[config.mk]
export PLATFORM = sky130hd
export DESIGN_NAME = cpu16_core
export DESIGN_NICKNAME = d
export VERILOG_FILES = /design/src/rtl/cpu16_pkg.sv /design/src/rtl/cpu16_regfile.sv /design/src/rtl/cpu16_alu.sv /design/src/rtl/cpu16_core.sv
export SDC_FILE = /design/constraint.sdc
export NUM_CORES = 2
export LEC_CHECK = 0
export ABC_AREA = 0
export BUFFER_PORTS_ARGS = -buffer_cell sky130_fd_sc_hd__buf_4
export CAP_MARGIN = 30
export CORE_AREA = 2 2 312 314
export CTS_CLUSTER_SIZE = 10
export DETAILED_ROUTE_END_ITERATION = 10
export DIE_AREA = 0 0 314 316
export MAX_ROUTING_LAYER = met4
export PLACE_DENSITY = 0.57
export SKIP_LAST_GASP = 1
export SYNTH_ARGS = -nofsm -noshare
export SYNTH_HDL_FRONTEND = slang
export SYNTH_SLANG_ARGS = --single-unit
[constraint.sdc]
create_clock -name clk -period 40.1 [get_ports clk]
set_input_delay 0 -clock clk [delete_from_list [all_inputs] [get_ports clk]]
set_output_delay 0 -clock clk [all_outputs]
set_load 0.02 [all_outputs]
[src/rtl/cpu16_pkg.sv]
package cpu16_pkg;

  typedef enum logic [3:0] {
    OP_ADD  = 4'h0,
    OP_SUB  = 4'h1,
    OP_MUL  = 4'h2,
    OP_DIV  = 4'h3,
    OP_SLL  = 4'h4,
    OP_SRL  = 4'h5,
    OP_NOR  = 4'h6,
    OP_SLT  = 4'h7,
    OP_LI   = 4'h8,
    OP_LUI  = 4'h9,
    OP_BEQZ = 4'hA,
    OP_BNEZ = 4'hB,
    OP_LW   = 4'hC,
    OP_SW   = 4'hD,
    OP_JALR = 4'hE,
    OP_SYS  = 4'hF
  } opc_t;

  typedef enum logic [2:0] {
    ST_FETCH,
    ST_EXEC,
    ST_LOAD,
    ST_SYS,
    ST_HALT
  } state_t;

endpackage

[src/rtl/cpu16_regfile.sv]
module cpu16_regfile #(
  parameter int DW   = 16,
  parameter int NREG = 16,
  localparam int RW  = $clog2(NREG)
) (
  input  logic          clk,
  input  logic          rst_n,
  input  logic          we,
  input  logic [RW-1:0] waddr,
  input  logic [DW-1:0] wdata,
  input  logic [RW-1:0] raddr_a,
  output logic [DW-1:0] rdata_a,
  input  logic [RW-1:0] raddr_b,
  output logic [DW-1:0] rdata_b,
  input  logic [RW-1:0] raddr_c,
  output logic [DW-1:0] rdata_c,
  output logic [DW-1:0] rdata_sys
);

  logic [DW-1:0] regs [NREG];

  // entry 0 is a constant, so no write can reach it
  generate
    for (genvar i = 0; i < NREG; i++) begin : g_reg
      if (i == 0) begin : g_zero
        assign regs[i] = '0;
      end else begin : g_flop
        logic wr_hit;
        assign wr_hit = we && (waddr == RW'(i));
        always_ff @(posedge clk or negedge rst_n) begin
          if (!rst_n)      regs[i] <= '0;
          else if (wr_hit) regs[i] <= wdata;
        end
      end
    end
  endgenerate

  assign rdata_a   = regs[raddr_a];
  assign rdata_b   = regs[raddr_b];
  assign rdata_c   = regs[raddr_c];
  assign rdata_sys = regs[1];

endmodule

[src/rtl/cpu16_alu.sv]
module cpu16_alu
  import cpu16_pkg::*;
#(
  parameter int DW  = 16,
  localparam int SHW = $clog2(DW)
) (
  input  opc_t          op,
  input  logic [DW-1:0] lhs,
  input  logic [DW-1:0] rhs,
  output logic [DW-1:0] res,
  output logic          div_zero
);

  logic signed [DW:0] num_x, den_x, quo_x;
  logic               lt_s;

  assign div_zero = (op == OP_DIV) && (rhs == '0);
  assign num_x    = {lhs[DW-1], lhs};
  // a zero divisor is replaced so the quotient stays defined; the result is discarded
  assign den_x    = (rhs == '0) ? (DW+1)'(1) : {rhs[DW-1], rhs};
  assign quo_x    = num_x / den_x;
  assign lt_s     = $signed(lhs) < $signed(rhs);

  always_comb begin
    unique case (op)
      OP_ADD:  res = lhs + rhs;
      OP_SUB:  res = lhs - rhs;
      OP_MUL:  res = lhs * rhs;
      OP_DIV:  res = quo_x[DW-1:0];
      OP_SLL:  res = lhs << rhs[SHW-1:0];
      OP_SRL:  res = lhs >> rhs[SHW-1:0];
      OP_NOR:  res = ~(lhs | rhs);
      OP_SLT:  res = {{(DW-1){1'b0}}, lt_s};
      default: res = '0;
    endcase
  end

endmodule

[src/rtl/cpu16_core.sv]
module cpu16_core
  import cpu16_pkg::*;
#(
  parameter int DW   = 16,
  parameter int NREG = 16
) (
  input  logic          clk,
  input  logic          rst_n,
  output logic [DW-1:0] mem_addr,
  output logic          mem_rd_en,
  input  logic [DW-1:0] mem_rd_data,
  output logic          mem_wr_en,
  output logic [DW-1:0] mem_wr_data,
  output logic          sys_req,
  output logic [DW-1:0] sys_num,
  input  logic          sys_ack,
  output logic          halted
);

  localparam int RW = $clog2(NREG);

  state_t        state_q, state_d;
  logic [DW-1:0] pc_q, pc_d, ir_q;
  logic          ir_en;
  logic [DW-1:0] instr, pc_inc, imm8_x, off4_x, eff_addr;
  opc_t          opc;
  logic [RW-1:0] f_ra, f_rb, f_rc;
  logic [DW-1:0] rd_a, rd_b, rd_c, rd_sys, alu_res;
  logic          alu_dz;
  logic          rf_we;
  logic [DW-1:0] rf_wdata;

  // read data of the fetch is decoded directly in the execute cycle
  assign instr    = (state_q == ST_EXEC) ? mem_rd_data : ir_q;
  assign opc      = opc_t'(instr[15:12]);
  assign f_ra     = instr[8 +: RW];
  assign f_rb     = instr[4 +: RW];
  assign f_rc     = instr[0 +: RW];
  assign imm8_x   = {{(DW-8){instr[7]}}, instr[7:0]};
  assign off4_x   = {{(DW-4){instr[3]}}, instr[3:0]};
  assign pc_inc   = pc_q + 1'b1;
  assign eff_addr = rd_b + off4_x;

  cpu16_regfile #(.DW(DW), .NREG(NREG)) u_rf (
    .clk(clk), .rst_n(rst_n),
    .we(rf_we), .waddr(f_ra), .wdata(rf_wdata),
    .raddr_a(f_ra), .rdata_a(rd_a),
    .raddr_b(f_rb), .rdata_b(rd_b),
    .raddr_c(f_rc), .rdata_c(rd_c),
    .rdata_sys(rd_sys)
  );

  cpu16_alu #(.DW(DW)) u_alu (
    .op(opc), .lhs(rd_b), .rhs(rd_c), .res(alu_res), .div_zero(alu_dz)
  );

  always_comb begin
    state_d     = state_q;
    pc_d        = pc_q;
    ir_en       = 1'b0;
    rf_we       = 1'b0;
    rf_wdata    = alu_res;
    mem_addr    = pc_q;
    mem_rd_en   = 1'b0;
    mem_wr_en   = 1'b0;
    mem_wr_data = rd_a;
    unique case (state_q)
      ST_FETCH: begin
        mem_rd_en = 1'b1;
        state_d   = ST_EXEC;
      end
      ST_EXEC: begin
        ir_en   = 1'b1;
        pc_d    = pc_inc;
        state_d = ST_FETCH;
        unique case (opc)
          OP_LI:   begin rf_we = 1'b1; rf_wdata = imm8_x; end
          OP_LUI:  begin rf_we = 1'b1; rf_wdata = {instr[7:0], {(DW-8){1'b0}}}; end
          OP_BEQZ: if (rd_a == '0) pc_d = pc_inc + imm8_x;
          OP_BNEZ: if (rd_a != '0) pc_d = pc_inc + imm8_x;
          OP_LW: begin
            mem_rd_en = 1'b1;
            mem_addr  = eff_addr;
            state_d   = ST_LOAD;
          end
          OP_SW: begin
            mem_wr_en = 1'b1;
            mem_addr  = eff_addr;
          end
          OP_JALR: begin
            rf_we    = 1'b1;
            rf_wdata = pc_inc;
            pc_d     = rd_b;     // old value of rb, write lands at the edge
          end
          OP_SYS:  state_d = ST_SYS;
          default: begin
            if (alu_dz) begin
              state_d = ST_HALT;
              pc_d    = pc_q;
            end else begin
              rf_we = 1'b1;
            end
          end
        endcase
      end
      ST_LOAD: begin
        rf_we    = 1'b1;
        rf_wdata = mem_rd_data;
        state_d  = ST_FETCH;
      end
      ST_SYS:  if (sys_ack) state_d = ST_FETCH;
      default: state_d = ST_HALT;
    endcase
  end

  always_ff @(posedge clk or negedge rst_n) begin
    if (!rst_n) begin
      state_q <= ST_FETCH;
      pc_q    <= '0;
    end else begin
      state_q <= state_d;
      pc_q    <= pc_d;
    end
  end

  always_ff @(posedge clk or negedge rst_n) begin
    if (!rst_n)     ir_q <= '0;
    else if (ir_en) ir_q <= instr;
  end

  assign sys_req = (state_q == ST_SYS);
  assign sys_num = rd_sys;
  assign halted  = (state_q == ST_HALT);

  a_r10_halt_quiet: assert property (@(posedge clk) disable iff (!rst_n)
    halted |-> !mem_rd_en && !mem_wr_en);
  a_r10_halt_sticky: assert property (@(posedge clk) disable iff (!rst_n)
    halted |=> halted);
  a_r9_req_held: assert property (@(posedge clk) disable iff (!rst_n)
    sys_req && !sys_ack |=> sys_req && $stable(pc_q) && $stable(sys_num));
  a_r9_req_no_mem: assert property (@(posedge clk) disable iff (!rst_n)
    sys_req |-> !mem_rd_en && !mem_wr_en);
  a_r7_one_access: assert property (@(posedge clk) disable iff (!rst_n)
    !(mem_rd_en && mem_wr_en));

endmodule

==> impl_metrics.csv <==
group,metric,value,unit
critical_path,cp.arrival,38.45,ns
floorplanning,row_count,114,
clocking,cts.sinks,275,
timing,slew_headroom,24.4,%
critical_path,startpoint_type,"flop",
placed_design,gp_congestion,0.999,
synth,synth.net_count,4880,
grt,grt_pass1_vias,34506,
synth,syn_avg_cell_area,7.85,um2
run,cap_violations,0,
grt,grt.total_usage,32.4,%
status,status,"finished clean",
floorplanning,ios,71,
final_layout,finalNetCount,5018,
placed_design,hpwl,117000,um
synth,yosysWarnings,0,
final_layout,postLayoutCoreUtil,42.6,%
synth,synthFlopType,"dfrtp_1",
critical_path,crit_path_max_fanout,33,
clocking,cts_made_buffers,36,
floorplanning,die_w,314,um
floorplanning,coreArea,96000,um2
final_layout,mostFrequentLayoutCells,"698 x nand2_1, 389 x nor2_1, 342 x buf_4",
clocking,clockRootBuffer,"clkbuf_16",
route,drt_first_pass_iters,7,
synth,syn_area,35300,um2
route,first_iter_violations,4025,
timing,finalSetupTns,0,ns
critical_path,endpoint_kind,"flop",
placed_design,port_buffers,70,
timing,fin_crit_sh,94.9,%
floorplanning,start_util,36.7,%
grt,grt-ovfl-total,0,
route,drc,0,
synth,synth_top_area_share,19.5,%
route,via_per_inst,6.19,
synth,synth-edff-count,0,
final_layout,syn_to_final_growth,15.8,%
grt,grt_max_degree,157,
timing,setup_viol,0,
synth,ys_seq_elements,275,
final_layout,final_area,40800,um2
critical_path,path_class,"reg2reg",
synth,synth.distinct_cells,116,
synth,synthArstFlopShare,100,%
synth,syn_inst,4492,
placed_design,placed_area,38700,um2
critical_path,crit_top_cell,"o21a_1",
timing,clock_skew,0.0337,ns
critical_path,cp_slowest_cell,"or4_1",
final_layout,layout-drive-gt1-share,17.7,%
final_layout,final_common_cell,"nand2_1",
synth,seq_area_frac_synth,19.5,%
grt,grt_antenna_before_repair,1,
final_layout,diodes,0,
clocking,clk_latency,0.58,ns
route,wl_per_cell,27.1,um
clocking,cts_buffer_depth,3,
timing,period_needed,38.04,ns
timing,slew_violations,0,
timing,fmax,26.3,MHz
clocking,cts_htree_levels,2,
worst_hold_path,hold_class,"in2reg",
timing,finalHoldViolCount,0,
route,wl,160000,um
floorplanning,dieArea,99200,um2
synth,synth_top_area_cell,"dfrtp_1",
clocking,cts.reportedPaths.clkPinSlew,0.06,ns
grt,grt_pass1_wl,234000,um
route,antenna_left,0,
timing,worstMarginPinSlew,1.13,ns
critical_path,slowest_delay,0.61,ns
critical_path,required,40.51,ns
floorplanning,die_y,316,um
synth,synth_area_leaders,"dfrtp_1 20%, ha_1 10%, nand2_1 7.4%",
route,route.vias.total,36660,
clocking,cts_tree,"yes",
==> Yosys cell counts, drive strengths merged (19+ instances only) <==
cell	instances
a211oi	96
a21boi	23
a21o	43
a21oi	268
a221oi	26
a222oi	19
a311oi	37
a31oi	63
buf	101
clkbuf	187
dfrtp	275
fa	84
ha	285
inv	300
mux2	116
mux2i	139
mux4	74
nand2	699
nand2b	30
nand3	119
nand4	26
nor2	398
nor2b	27
nor3	101
o211ai	39
o21a	69
o21ai	287
o21bai	25
o22ai	19
o31ai	30
or2	25
or3	28
xnor2	121
xor2	33
==> through the flow <==
| stage | instances | setup WS (ns) | hold slack (ns) |
|---|---|---|---|
| 2_1_floorplan | 4492 | 0.0469 | -0.296 |
| 3_5_place_dp | 5817 | -0.760 | 0.164 |
| 5_1_grt | 5925 | -0.220 | 0.0956 |
| 4_1_cts | 5894 | 0.00397 | 0.0540 |
| 3_3_place_gp | 5812 | 0.0181 | 0.168 |
| 6_report | 5925 | 2.06 | 0.0597 |
==> path summary, 6_finish.rpt <==
check / endpoint / slack, ns / start / cells past startpoint
max: u_rf.regs[51] / 2.06 / state_q[2] / 192
min: u_rf.regs[72] / 0.06 / mem_rd_data[8] / 4
max reg2reg: u_rf.regs[51] / 2.06 / state_q[2] / 192
min reg2reg: u_rf.regs[121] / 0.54 / u_rf.regs[121] / 2
max in group asynchronous: u_rf.regs[193] / 38.47 / rst_n / 3
min in group asynchronous: u_rf.regs[43] / 0.13 / rst_n / 2
==> cells by family (layout without fill, tap and decap cells) <==
family | after synthesis | count (layout) | share of synthesized area [%]
simple gates | 1541 | 1541 | 19.2
mux | 329 | 329 | 12.4
buf+inv | 593 | 749 | 6.72
compound gates | 1229 | 1230 | 23.4
xor+xnor | 154 | 154 | 3.84
other cells | 2 | 2 | 0.0213
flops | 275 | 275 | 19.5
fa+ha+maj | 369 | 369 | 14.9
==> metal layers <==
metal  vias up  routed length [um]  track usage [%]  part of all wire [%]
li1      16434                   -                -                     -
met1     17836               66900             42.9                    42
met2      1925               69700             48.1                    43
met3       465               14400             4.79                   9.0
met4         0                9500             16.1                   5.9
met5         -                   0                -                     0
==> sequential cells by signal, summed over array words and instances (netlist names) <==
signal	count
u_rf.regs	224
ir_q	16
pc_q	16
u_rf.rdata_sys	16
state_q	3
==> repair_timing <==
action,CTS,global route
gates cloned,1,3
endpoints found under the hold margin,126,0
resized for setup,34,133
pin swaps,5,48
hold buffers,9,0
setup buffers,10,26
setup endpoints to repair,225,240
==> critical path: cells and delay by family, from the launching register on <==
kind | cells | cell delay [ns]
adders and majority gates | 16 | 4.81
and+or+nand+nor | 40 | 8.03
AOI/OAI and AO/OA | 116 | 20.32
muxes | 8 | 2.14
DFF | 1 | 0.39
buffers and inverters | 12 | 2.08
==> area by class of cell <==
cell class | instances | area, um2
multi-input cells | 3625 | 26800
clock buffers | 52 | 1080
clock inverters | 5 | 61.3
inverters | 305 | 1160
repair buffers | 386 | 3220
repair inverters | 1 | 5.00
flip-flops and latches | 275 | 6880
fillers | 9735 | 55100
well taps | 1276 | 1600
Power is not shown: default switching activity piles up to over one toggle a cycle in this logic, so the estimate is an artifact.
